### config.mk
export PLATFORM = sky130hd
export DESIGN_NAME = pio_slot_seq
export DESIGN_NICKNAME = d
export VERILOG_FILES = /design/src/rtl/pio_seq_pkg.sv /design/src/rtl/pio_pin_in.sv /design/src/rtl/pio_seq_ctrl.sv /design/src/rtl/pio_wr_apply.sv /design/src/rtl/pio_slot_seq.sv
export SDC_FILE = /design/constraint.sdc
export NUM_CORES = 1
export LEC_CHECK = 0
export ABC_AREA = 1
export BUFFER_PORTS_ARGS = -buffer_cell sky130_fd_sc_hd__buf_4
export CORE_UTILIZATION = 41
export DETAILED_ROUTE_END_ITERATION = 8
export GPL_TIMING_DRIVEN = 0
export SYNTH_ARGS = -nofsm -noshare
export SYNTH_HDL_FRONTEND = slang
export SYNTH_SLANG_ARGS = --single-unit
export TNS_END_PERCENT = 10
### constraint.sdc
create_clock -name clk -period 2.5 [get_ports clk]
set_input_delay 0.25 -clock clk [delete_from_list [all_inputs] [get_ports clk]]
set_output_delay 0.25 -clock clk [all_outputs]
set_load 0.1 [all_outputs]
### src/rtl/pio_seq_pkg.sv
package pio_seq_pkg;

    typedef enum logic [1:0] {
        SLOT_RD   = 2'b00,
        SLOT_W0   = 2'b01,
        SLOT_W1   = 2'b10,
        SLOT_NONE = 2'b11
    } slot_e;

    typedef struct packed {
        logic       valid;
        logic [1:0] mask;
        logic [1:0] val;
        logic       on_idle;
    } wr_req_t;

endpackage

### src/rtl/pio_pin_in.sv
module pio_pin_in #(
    parameter int SYNC_STAGES = 2
) (
    input  logic clk,
    input  logic rst_n,
    input  logic pin,
    input  logic act_clr,
    output logic pin_s,
    output logic act
);

    typedef struct packed {
        logic [SYNC_STAGES-1:0] sh;
        logic                   prev;
        logic                   act;
    } pin_st_t;

    pin_st_t st_q, st_d;
    logic    edge_seen;

    always_comb begin
        st_d      = st_q;
        pin_s     = st_q.sh[SYNC_STAGES-1];
        edge_seen = st_q.sh[SYNC_STAGES-1] ^ st_q.prev;
        st_d.sh   = {st_q.sh[SYNC_STAGES-2:0], pin};
        st_d.prev = st_q.sh[SYNC_STAGES-1];
        if (act_clr) begin
            st_d.act = 1'b0;
        end else if (edge_seen) begin
            st_d.act = 1'b1;
        end
        act = st_q.act;
    end

    always_ff @(posedge clk or negedge rst_n) begin
        if (!rst_n) begin
            st_q <= '0;
        end else begin
            st_q <= st_d;
        end
    end

    AST_ACT_CLEARS: assert property (@(posedge clk) disable iff (!rst_n)
        act_clr |=> !act);
    AST_ACT_STICKY: assert property (@(posedge clk) disable iff (!rst_n)
        (act && !act_clr) |=> act);

endmodule

### src/rtl/pio_seq_ctrl.sv
module pio_seq_ctrl
    import pio_seq_pkg::*;
#(
    parameter int BYTE_ACC = 8
) (
    input  logic       clk,
    input  logic       rst_n,
    input  logic       bus_reset,
    input  logic       slot_start,
    input  logic [1:0] slot_type,
    input  logic [1:0] cfg_chan,
    input  logic       cfg_interleave,
    input  logic       cfg_tog,
    input  logic       cfg_im,
    input  logic [1:0] pin_s,
    output logic       rd_bit,
    output logic       rd_valid,
    output logic       dir_read,
    output wr_req_t    wr_req
);

    localparam int CW = (BYTE_ACC > 1) ? $clog2(BYTE_ACC) : 1;

    typedef struct packed {
        logic          dir;
        logic [CW-1:0] cnt;
        logic          ch;
        logic          hold_a;
        logic          hold_b;
        logic          rd_bit;
        logic          rd_valid;
    } ctrl_st_t;

    ctrl_st_t st_q, st_d;
    logic     match, both, sel, paired, wbit, is_wr;

    always_comb begin
        st_d          = st_q;
        st_d.rd_valid = 1'b0;
        wr_req        = '0;
        is_wr         = (slot_type == SLOT_W0) || (slot_type == SLOT_W1);
        wbit          = (slot_type == SLOT_W1);
        both          = (cfg_chan == 2'b11);
        sel           = both ? st_q.ch : cfg_chan[1];
        paired        = both && cfg_interleave;
        match         = slot_start && (cfg_chan != 2'b00) &&
                        ((st_q.dir && slot_type == SLOT_RD) || (!st_q.dir && is_wr));
        if (bus_reset) begin
            st_d.dir    = cfg_im;
            st_d.cnt    = '0;
            st_d.ch     = 1'b0;
            st_d.hold_a = 1'b0;
        end else if (match) begin
            if (st_q.dir) begin
                st_d.rd_valid = 1'b1;
                if (paired && !st_q.ch) begin
                    st_d.rd_bit = pin_s[0];
                    st_d.hold_b = pin_s[1];
                end else if (paired) begin
                    st_d.rd_bit = st_q.hold_b;
                end else begin
                    st_d.rd_bit = pin_s[sel];
                end
            end else begin
                if (paired && !st_q.ch) begin
                    st_d.hold_a = wbit;
                end else begin
                    wr_req.valid   = 1'b1;
                    wr_req.on_idle = !wbit;
                    if (paired) begin
                        wr_req.mask = 2'b11;
                        wr_req.val  = {wbit, st_q.hold_a};
                    end else begin
                        wr_req.mask = sel ? 2'b10 : 2'b01;
                        wr_req.val  = {wbit, wbit};
                    end
                end
            end
            if (both) begin
                st_d.ch = ~st_q.ch;
            end
            if (st_q.cnt == CW'(BYTE_ACC - 1)) begin
                st_d.cnt = '0;
                if (cfg_tog) begin
                    st_d.dir = ~st_q.dir;
                end
            end else begin
                st_d.cnt = st_q.cnt + CW'(1);
            end
        end
        rd_bit   = st_q.rd_bit;
        rd_valid = st_q.rd_valid;
        dir_read = st_q.dir;
    end

    always_ff @(posedge clk or negedge rst_n) begin
        if (!rst_n) begin
            st_q     <= '0;
            st_q.dir <= 1'b1;
        end else begin
            st_q <= st_d;
        end
    end

    AST_BUS_RESET_RESTART: assert property (@(posedge clk) disable iff (!rst_n)
        bus_reset |=> (st_q.cnt == '0 && !st_q.ch && dir_read == $past(cfg_im)));
    AST_BYTE_FLIP: assert property (@(posedge clk) disable iff (!rst_n)
        (match && !bus_reset && cfg_tog && st_q.cnt == CW'(BYTE_ACC - 1))
        |=> (dir_read != $past(dir_read)));
    AST_NO_TOG_HOLD: assert property (@(posedge clk) disable iff (!rst_n)
        (!bus_reset && !cfg_tog) |=> $stable(dir_read));
    AST_RDV_FROM_SLOT: assert property (@(posedge clk) disable iff (!rst_n)
        rd_valid |-> $past(slot_start));

endmodule

### src/rtl/pio_wr_apply.sv
module pio_wr_apply
    import pio_seq_pkg::*;
#(
    parameter int WR1_CYC = 7500
) (
    input  logic       clk,
    input  logic       rst_n,
    input  logic       slot_start,
    input  logic       line_idle,
    input  wr_req_t    req,
    output logic [1:0] pio_out
);

    localparam int TW = $clog2(WR1_CYC + 1);

    typedef struct packed {
        logic          pend;
        logic [1:0]    mask;
        logic [1:0]    val;
        logic          on_idle;
        logic [TW-1:0] tmr;
        logic [1:0]    out;
    } wr_st_t;

    wr_st_t st_q, st_d;
    logic   apply;

    always_comb begin
        st_d  = st_q;
        apply = 1'b0;
        if (st_q.pend) begin
            if (st_q.on_idle) begin
                apply = line_idle;
            end else if (st_q.tmr == TW'(1)) begin
                apply = 1'b1;
            end else begin
                st_d.tmr = st_q.tmr - TW'(1);
            end
        end
        if (apply) begin
            st_d.out  = (st_q.out & ~st_q.mask) | (st_q.val & st_q.mask);
            st_d.pend = 1'b0;
        end
        if (req.valid) begin
            st_d.pend    = 1'b1;
            st_d.mask    = req.mask;
            st_d.val     = req.val;
            st_d.on_idle = req.on_idle;
            st_d.tmr     = TW'(WR1_CYC);
        end
        pio_out = st_q.out;
    end

    always_ff @(posedge clk or negedge rst_n) begin
        if (!rst_n) begin
            st_q <= '0;
        end else begin
            st_q <= st_d;
        end
    end

    AST_NO_SLOT_WHILE_PEND: assert property (@(posedge clk) disable iff (!rst_n)
        st_q.pend |-> !slot_start);
    AST_W0_WAITS_IDLE: assert property (@(posedge clk) disable iff (!rst_n)
        (st_q.pend && st_q.on_idle && !line_idle) |=> $stable(pio_out));
    AST_W1_NOT_EARLY: assert property (@(posedge clk) disable iff (!rst_n)
        (st_q.pend && !st_q.on_idle && st_q.tmr != TW'(1)) |=> $stable(pio_out));

endmodule

### src/rtl/pio_slot_seq.sv
module pio_slot_seq
    import pio_seq_pkg::*;
#(
    parameter int CLK_MHZ     = 200,
    parameter int WR1_NS      = 37500,
    parameter int BYTE_ACC    = 8,
    parameter int SYNC_STAGES = 2
) (
    input  logic       clk,
    input  logic       rst_n,
    input  logic       bus_reset,
    input  logic       slot_start,
    input  logic [1:0] slot_type,
    input  logic       line_idle,
    input  logic [1:0] cfg_chan,
    input  logic       cfg_interleave,
    input  logic       cfg_tog,
    input  logic       cfg_im,
    input  logic       act_clr,
    input  logic [1:0] pio_in,
    output logic [1:0] pio_out,
    output logic       rd_bit,
    output logic       rd_valid,
    output logic [1:0] act_latch,
    output logic       dir_read
);

    localparam int WR1_CYC = (CLK_MHZ * WR1_NS) / 1000;
    localparam int NCH     = 2;

    logic [NCH-1:0] pin_s;
    wr_req_t        wr_req;

    for (genvar g = 0; g < NCH; g++) begin : g_chan
        pio_pin_in #(.SYNC_STAGES(SYNC_STAGES)) u_pin (
            .clk     (clk),
            .rst_n   (rst_n),
            .pin     (pio_in[g]),
            .act_clr (act_clr),
            .pin_s   (pin_s[g]),
            .act     (act_latch[g])
        );
    end

    pio_seq_ctrl #(.BYTE_ACC(BYTE_ACC)) u_ctrl (
        .clk            (clk),
        .rst_n          (rst_n),
        .bus_reset      (bus_reset),
        .slot_start     (slot_start),
        .slot_type      (slot_type),
        .cfg_chan       (cfg_chan),
        .cfg_interleave (cfg_interleave),
        .cfg_tog        (cfg_tog),
        .cfg_im         (cfg_im),
        .pin_s          (pin_s),
        .rd_bit         (rd_bit),
        .rd_valid       (rd_valid),
        .dir_read       (dir_read),
        .wr_req         (wr_req)
    );

    pio_wr_apply #(.WR1_CYC(WR1_CYC)) u_wr (
        .clk        (clk),
        .rst_n      (rst_n),
        .slot_start (slot_start),
        .line_idle  (line_idle),
        .req        (wr_req),
        .pio_out    (pio_out)
    );

    AST_ASYNC_ONE_CHANGE: assert property (@(posedge clk) disable iff (!rst_n)
        (!cfg_interleave && !$past(cfg_interleave))
        |-> ($countones(pio_out ^ $past(pio_out)) <= 1));

endmodule

==> run metrics, run 1 <==
Overall Global Routing Usage 0.162; hold slack 0.0613 ns; # H-tree levels 2; CP Max Fanout 6; post_cts resized 0; cell mode on critical path inv_1; Top Ports 22; Int Pwr 1.09 mW; Layout fillers between 400 and 500; Hold Crit Class in2reg; final setup TNS 0 ns; Synth Cell Area 1980 µm²; CP Cell Sequence inv_1 > ha_1 > inv_1 > nor3_4 > nand2_1 > inv_1 > nand2_1 > o21ai_0 > nand3_1; RePlAce Congestion 0.767; fin nets 289; Synthesis Warnings 0; drt initial violations 71; Critical Path Max Stage Delay approximately 0.39 ns; crit share post-route 0.674; vias in the first global route 1445; Clock Power Share 0.255; clock sinks 38; Clock Tree Buf Depth 2; status complete, no violations; initial antenna violation count 0; R2R setup slack approximately 0.82 ns; Antenna Nets Post-Route 0; Syn Nets 260; core area approximately 4500 µm²; RSZ-0062 raised after global routing no; Clk Latency, worst-skew pair 0.29 ns; met1 GRT Util 0.220; CP startpoint kind flip-flop; max-cap violations 0; worst r2r src u_wr.st_q[2]; Via density 4.88; Gate power share 0.287; total die area 5120 µm²; Fin. Hold Viols 0; Reg clk slew, reported paths roughly 0.080 ns; Worst Path Buf+Inv 3; CP required ~2.7 ns; wire length per cell 11.6 µm; largest net degree at the start of global routing 39; Hold Path Stages 1; die width 71.5 µm; sequential element share of the synthesized area 0.480; grt total ovfl 0; Root Buffer clkbuf_8; met2 global-route usage 0.254; area growth from synthesis to layout 16.5%; power per cell area 756 nW/µm²; hold_sp pio_in[1]; Critical Path AT 1.86 ns; # diodes 0; final max-slew violation count 0; CTS tree built; CTS Buf Count 5; Yosys cell types 28; # DRC 0; CP Capture Type flip-flop; number of port buffers 21; sequential share of power 0.458; Core Rows 24; Reg area 952 µm²; Sw Share 0.374; multi-input logic area 851 µm²; IR drop worst, VDD 0.388 mV; Final Setup Violations 0; starting density of the core 0.440; clk_skew ~0.0027 ns; Mapped Avg Cell Area 8.29 µm²; layout cells sized above 1 0.178; Slew @ Worst Pin approximately 0.48 ns; Fmax 0.594 GHz; gr busiest metal met2; static leakage 1.16 nW; WL final 3720 µm; Gate Count Post-Synth roughly 240; relative slew slack 0.681; reg2reg end u_wr.st_q[10]; Tmin final 1.68 ns; crit path kind reg2reg; Slowest cell on crit path dfrtp_1; Top delay family on crit path simple AND/OR/NAND/NOR gates; Yosys reg bits 38; hold worst-path end g_chan[1].u_pin.st_d[3]; met3 usage 0.0352; drt pass-1 iters 4; Net Sw Power about 650 µW; Via Count 1566; worst reg-to-reg path cell count 9; Die Y 71.5 µm; launch point of the worst path u_wr.st_q[2]; first-pass GRT wire length 6430 µm; fin cells between 300 and 400; Inst Count DP around 310; Post-DP HPWL 2720 µm
-- routing by layer --
layer	part of all wire	vias to the layer above	wire length, µm
li1	-	823	-
met1	0.51	711	1890
met2	0.44	25	1630
met3	0.036	7	133
met4	0.016	0	61
met5	0	-	0
-- timing repair --
item | CTS | global route
endpoints found under the hold margin | 37 | 0
buffers inserted | 0 | 0
hold buffers | 1 | 0
-- Yosys cell counts (all sizes together) --
library cell	count	area [µm²]
o21a	2	15.0
buf	5	41.3
ha	6	75.1
dfstp	1	26.3
a31oi	1	6.26
dfrtp	37	926
nand3	27	160
xnor2	1	8.76
nor3	1	16.3
o21ai	24	124
nand4	7	43.8
clkinv	1	3.75
a21oi	4	20.0
o31ai	2	15.0
nand2	55	228
nor2	26	105
inv	35	134
a21boi	1	7.51
xor2	3	26.3
-- state kept, by name, summed over array words and instances, names as in the netlist, named ones only --
register            count
g_chan.u_pin.st_q       2
g_chan.u_pin.act        2
u_wr.st_q              19
u_ctrl.rd_valid         1
g_chan.u_pin.pin_s      2
u_ctrl.st_q             6
u_ctrl.rd_bit           1
g_chan.u_pin.st_d       2
u_ctrl.dir_read         1
-- kinds of logic after synthesis --
group                      synth area share
DFF                                   0.480
adders and majority gates            0.0379
xor gates and xnor gates             0.0177
AOI/OAI and AO/OA                    0.0947
buffers and inverters                0.0903
and+or+nand+nor                       0.279
-- area by class of cell --
type                       count  share of cell area
multi-input combinational    160               0.368
inverter                      36              0.0596
sequential                    38               0.412
tap                           52              0.0282
clock inverter                 2             0.00542
clock buffer                   6              0.0358
buffer                         5              0.0179
timing repair buffer          22              0.0726
-- power groups by stage --
stage / Clock [mW] / Combinational (mW) / Sequential, mW
after floorplan: 0 / 0.346 / 0.844
after global placement: 0 / 0.500 / 0.809
after detailed placement: 0 / 0.505 / 0.810
after CTS: 0.463 / 0.508 / 0.799
after global routing: 0.478 / 0.560 / 0.812
final: 0.444 / 0.501 / 0.799
-- stage by stage --
stage	total power [mW]	cell area [µm²]	setup slack, ns	util
after floorplan	1.19	1980	0.820	-
after global placement	1.31	2200	0.857	0.489
after detailed placement	1.32	2200	0.839	0.489
after CTS	1.77	2310	0.818	0.513
after global routing	1.85	2310	0.610	0.513
final	1.75	2310	0.815	0.513
-- worst max-delay path by stage --
| stage | end | slack, ns | cells past startpoint |
|---|---|---|---|
| 3_5_place_dp | u_wr.st_q[10] | 0.84 | 9 |
| 6_report | u_wr.st_q[10] | 0.82 | 9 |
| 2_1_floorplan | u_wr.st_q[5] | 0.82 | 7 |
| 3_3_place_gp | u_wr.st_q[10] | 0.86 | 9 |
| 5_1_grt | u_wr.st_q[10] | 0.61 | 9 |
| 4_1_cts | u_wr.st_q[10] | 0.82 | 9 |
-- placed cells by master (no fill, tap or decap), types with 2 or more instances in the layout --
master and count:
o21ai_0 15, nand3_1 25, nand3_4 2, a21oi_1 4
o21ai_1 8, clkbuf_8 6, buf_4 25, nand2_1 52
nand4_1 7, o21a_1 2, ha_1 6, o31ai_1 2
inv_2 2, dfrtp_1 37, xor2_1 3, inv_1 32
nand2_2 2, nor2_2 3, nor2_1 23
No activity file was read; power rests on OpenSTA's default activity.
==> inputs of run 2 (changes only) <==
==> constraint.sdc (replaced) <==
create_clock -name clk -period 1.6 [get_ports clk]
set_input_delay 0.16 -clock clk [delete_from_list [all_inputs] [get_ports clk]]
set_output_delay 0.16 -clock clk [all_outputs]
set_load 0.1 [all_outputs]
==> run 2 against run 1 <==
Net effect: clock skew rose by 0.0027 ns; combinational power rose by 62%; hold slack improved by 0.049 ns; sequential power rose by 58%; first-iteration DRC count rose by 45%; count of clock-buffer cells in the layout rose by 1; cell area rose by 1.3%; critical endpoint is now u_wr.st_q[18]; largest cell class unchanged; largest power group unchanged; highest routed layer unchanged.
==> run metrics, run 2 (synthesis results as in run 1) <==
status complete, no violations; Core Rows 24 (unchanged); register bank with the most flops u_wr.st_q; Inst Count DP 312 (unchanged); wire length per cell 11.9 µm (+3.0%); initial antenna violation count 0 (unchanged); R2R setup slack 0.07 ns (-0.74 ns); Post-DP HPWL 2780 µm (+2.3%); Worst Setup Slack, final 0.0740 ns (-0.741 ns); CP Capture Type flip-flop; core area 4500 µm² (unchanged); first-pass GRT wire length 6810 µm (+5.9%); metal2 WL 1750 µm (+7.2%); drt initial violations 103 (+45%); Root Buffer clkbuf_8; Final Setup Violations 0 (unchanged); CP Max Fanout 10 (+4); reg2reg end u_wr.st_q[18]; RePlAce Congestion 0.747 (-2.6%); Critical Path AT 1.71 ns (-0.15 ns); Antenna Nets Post-Route 0 (unchanged); grt total ovfl 0 (unchanged); total die area 5120 µm² (unchanged); WL met3 134 µm (+0.75%); fin cells 325 (+1.2%); RSZ-0062 raised after global routing yes; Die Y 71.5 µm (unchanged); drt pass-1 iters 4 (unchanged); most frequent cells in the layout nand2_1, dfrtp_1, inv_1, buf_4, nand3_1; Hold Path Stages 4 (+3); Fin. Hold Viols 0 (unchanged); hold_sp act_clr; WL final 3880 µm (+4.3%); Via Count 1594 (+1.8%); CP required 1.78 ns (-0.89 ns); relative slew slack 0.680 (about the same); number of port buffers 21 (unchanged); # DRC 0 (unchanged); final max-slew violation count 0 (unchanged); worst r2r src u_ctrl.dir_read; max-cap violations 0 (unchanged); Via density 4.90 (+0.54%); Hold Crit Class in2reg; area growth from synthesis to layout 18.1%; clk_skew 0.00536 ns (+0.00265 ns); CTS Buf Count 5 (unchanged); commonest non-fill, non-tap cell in the layout nand2_1; Clock Tree Buf Depth 2 (unchanged); fin nets 294 (+1.7%); # H-tree levels 2 (unchanged); Fmax 0.655 GHz (+10%); IR drop worst, VDD 0.700 mV (+81%); hold worst-path end g_chan[1].u_pin.act; CP startpoint kind flip-flop; Layout fillers 476 (+6.3%); max reg flops 19 (unchanged); Clk Latency, worst-skew pair 0.29 ns (about the same); Max Used Layer met4; Tmin final 1.53 ns (-0.159 ns); crit share post-route 0.954 (+0.280); final core occ 0.519 (+0.00667); largest net degree at the start of global routing 39 (unchanged); vias in the first global route 1543 (+6.8%); crit path kind reg2reg; die width 71.5 µm (unchanged); Overall Global Routing Usage 0.173 (+0.0113); Top Registers u_wr.st_q: 19 flops, u_ctrl.st_q: 6 flops; CTS tree built; static leakage 1.17 nW (+1.3%); power per cell area 1150 nW/µm² (+52%); # diodes 0 (unchanged); Top Ports 22 (unchanged); pre-CTS setup slack -0.0539 ns (-0.893 ns); clock sinks 38 (unchanged); starting density of the core 0.440 (unchanged); worst reg-to-reg path cell count 8 (-1); Reg clk slew, reported paths 0.07 ns (about the same); Slew @ Worst Pin 0.475 ns (-0.00354 ns); wl on met1 1930 µm (+2.1%); layout cells sized above 1 0.187 (+0.00837)
==> run 2: cell count changes in the layout (fill, tap and decap cells not counted), sizes merged <==
cell,previous run,this run
clkinv,2,1
clkbuf,6,7
clkinvlp,1,0
dlygate4sd3,1,3
buf,26,29
==> run 2: stage by stage <==
step | setup TNS (ns) | hold slack [ns] | cell area [µm²] | power (mW)
floorplan | 0 | -0.136 | 1990 | 1.86
global placement | -0.0397 | 0.164 | 2210 | 2.05
detailed placement | -0.0539 | 0.164 | 2210 | 2.06
CTS | 0 | 0.106 | 2330 | 2.71
global route | -0.167 | 0.125 | 2340 | 2.87
finish | 0 | 0.110 | 2340 | 2.68
==> run 2: repair_timing <==
action | in CTS | in global routing
pin swaps | 1 | 3
endpoints found under the hold margin | 39 | 0
hold buffers | 3 | 0
setup buffers | 2 | 1
gates resized for setup | 2 | 2
setup endpoints to repair | 1 | 10
==> run 2: cell type report <==
class	count	area [µm²]	area share
plain buffers	5	41.3	0.0176
clock buffers	7	76.3	0.0326
well taps	52	65.1	0.0278
inverters	36	138	0.0588
flip-flops and latches	38	956	0.409
multi-input cells	160	853	0.365
repair buffers	27	210	0.0898
==> run 2: power breakdown <==
group | internal (mW) | switching [mW] | total [mW]
registers | 1.12 | 0.136 | 1.26
logic | 0.268 | 0.544 | 0.813
clock network | 0.300 | 0.311 | 0.611
==> run 2: worst max-delay path by stage <==
| stage | startpoint | cells past startpoint | end | slack (ns) |
|---|---|---|---|---|
| floorplan | u_ctrl.dir_read | 7 | u_wr.st_q[5] | 0.02 |
| detailed placement | u_wr.st_q[2] | 9 | u_wr.st_q[10] | -0.05 |
| global route | u_ctrl.dir_read | 8 | u_wr.st_q[18] | -0.07 |
| CTS | u_wr.st_q[3] | 9 | u_wr.st_q[10] | 0.005 |
| finish | u_ctrl.dir_read | 8 | u_wr.st_q[18] | 0.07 |
| global placement | u_wr.st_q[2] | 9 | u_wr.st_q[10] | -0.04 |
==> run 2: layer usage <==
metal,vias up,track usage
li1,831,-
met1,728,0.238
met2,28,0.270
met3,7,0.0338
met4,0,0.0719
met5,-,0
==> run 2: critical path, cell delays in order (launching register included) <==
cell and delay (ns):
dfstp_4 0.47, inv_1 0.06, nand2_1 0.09, nor2_2 0.18, nand3_4 0.21, inv_2 0.18, o21ai_2 0.09, nor2_1 0.11
nor2_1 0.04
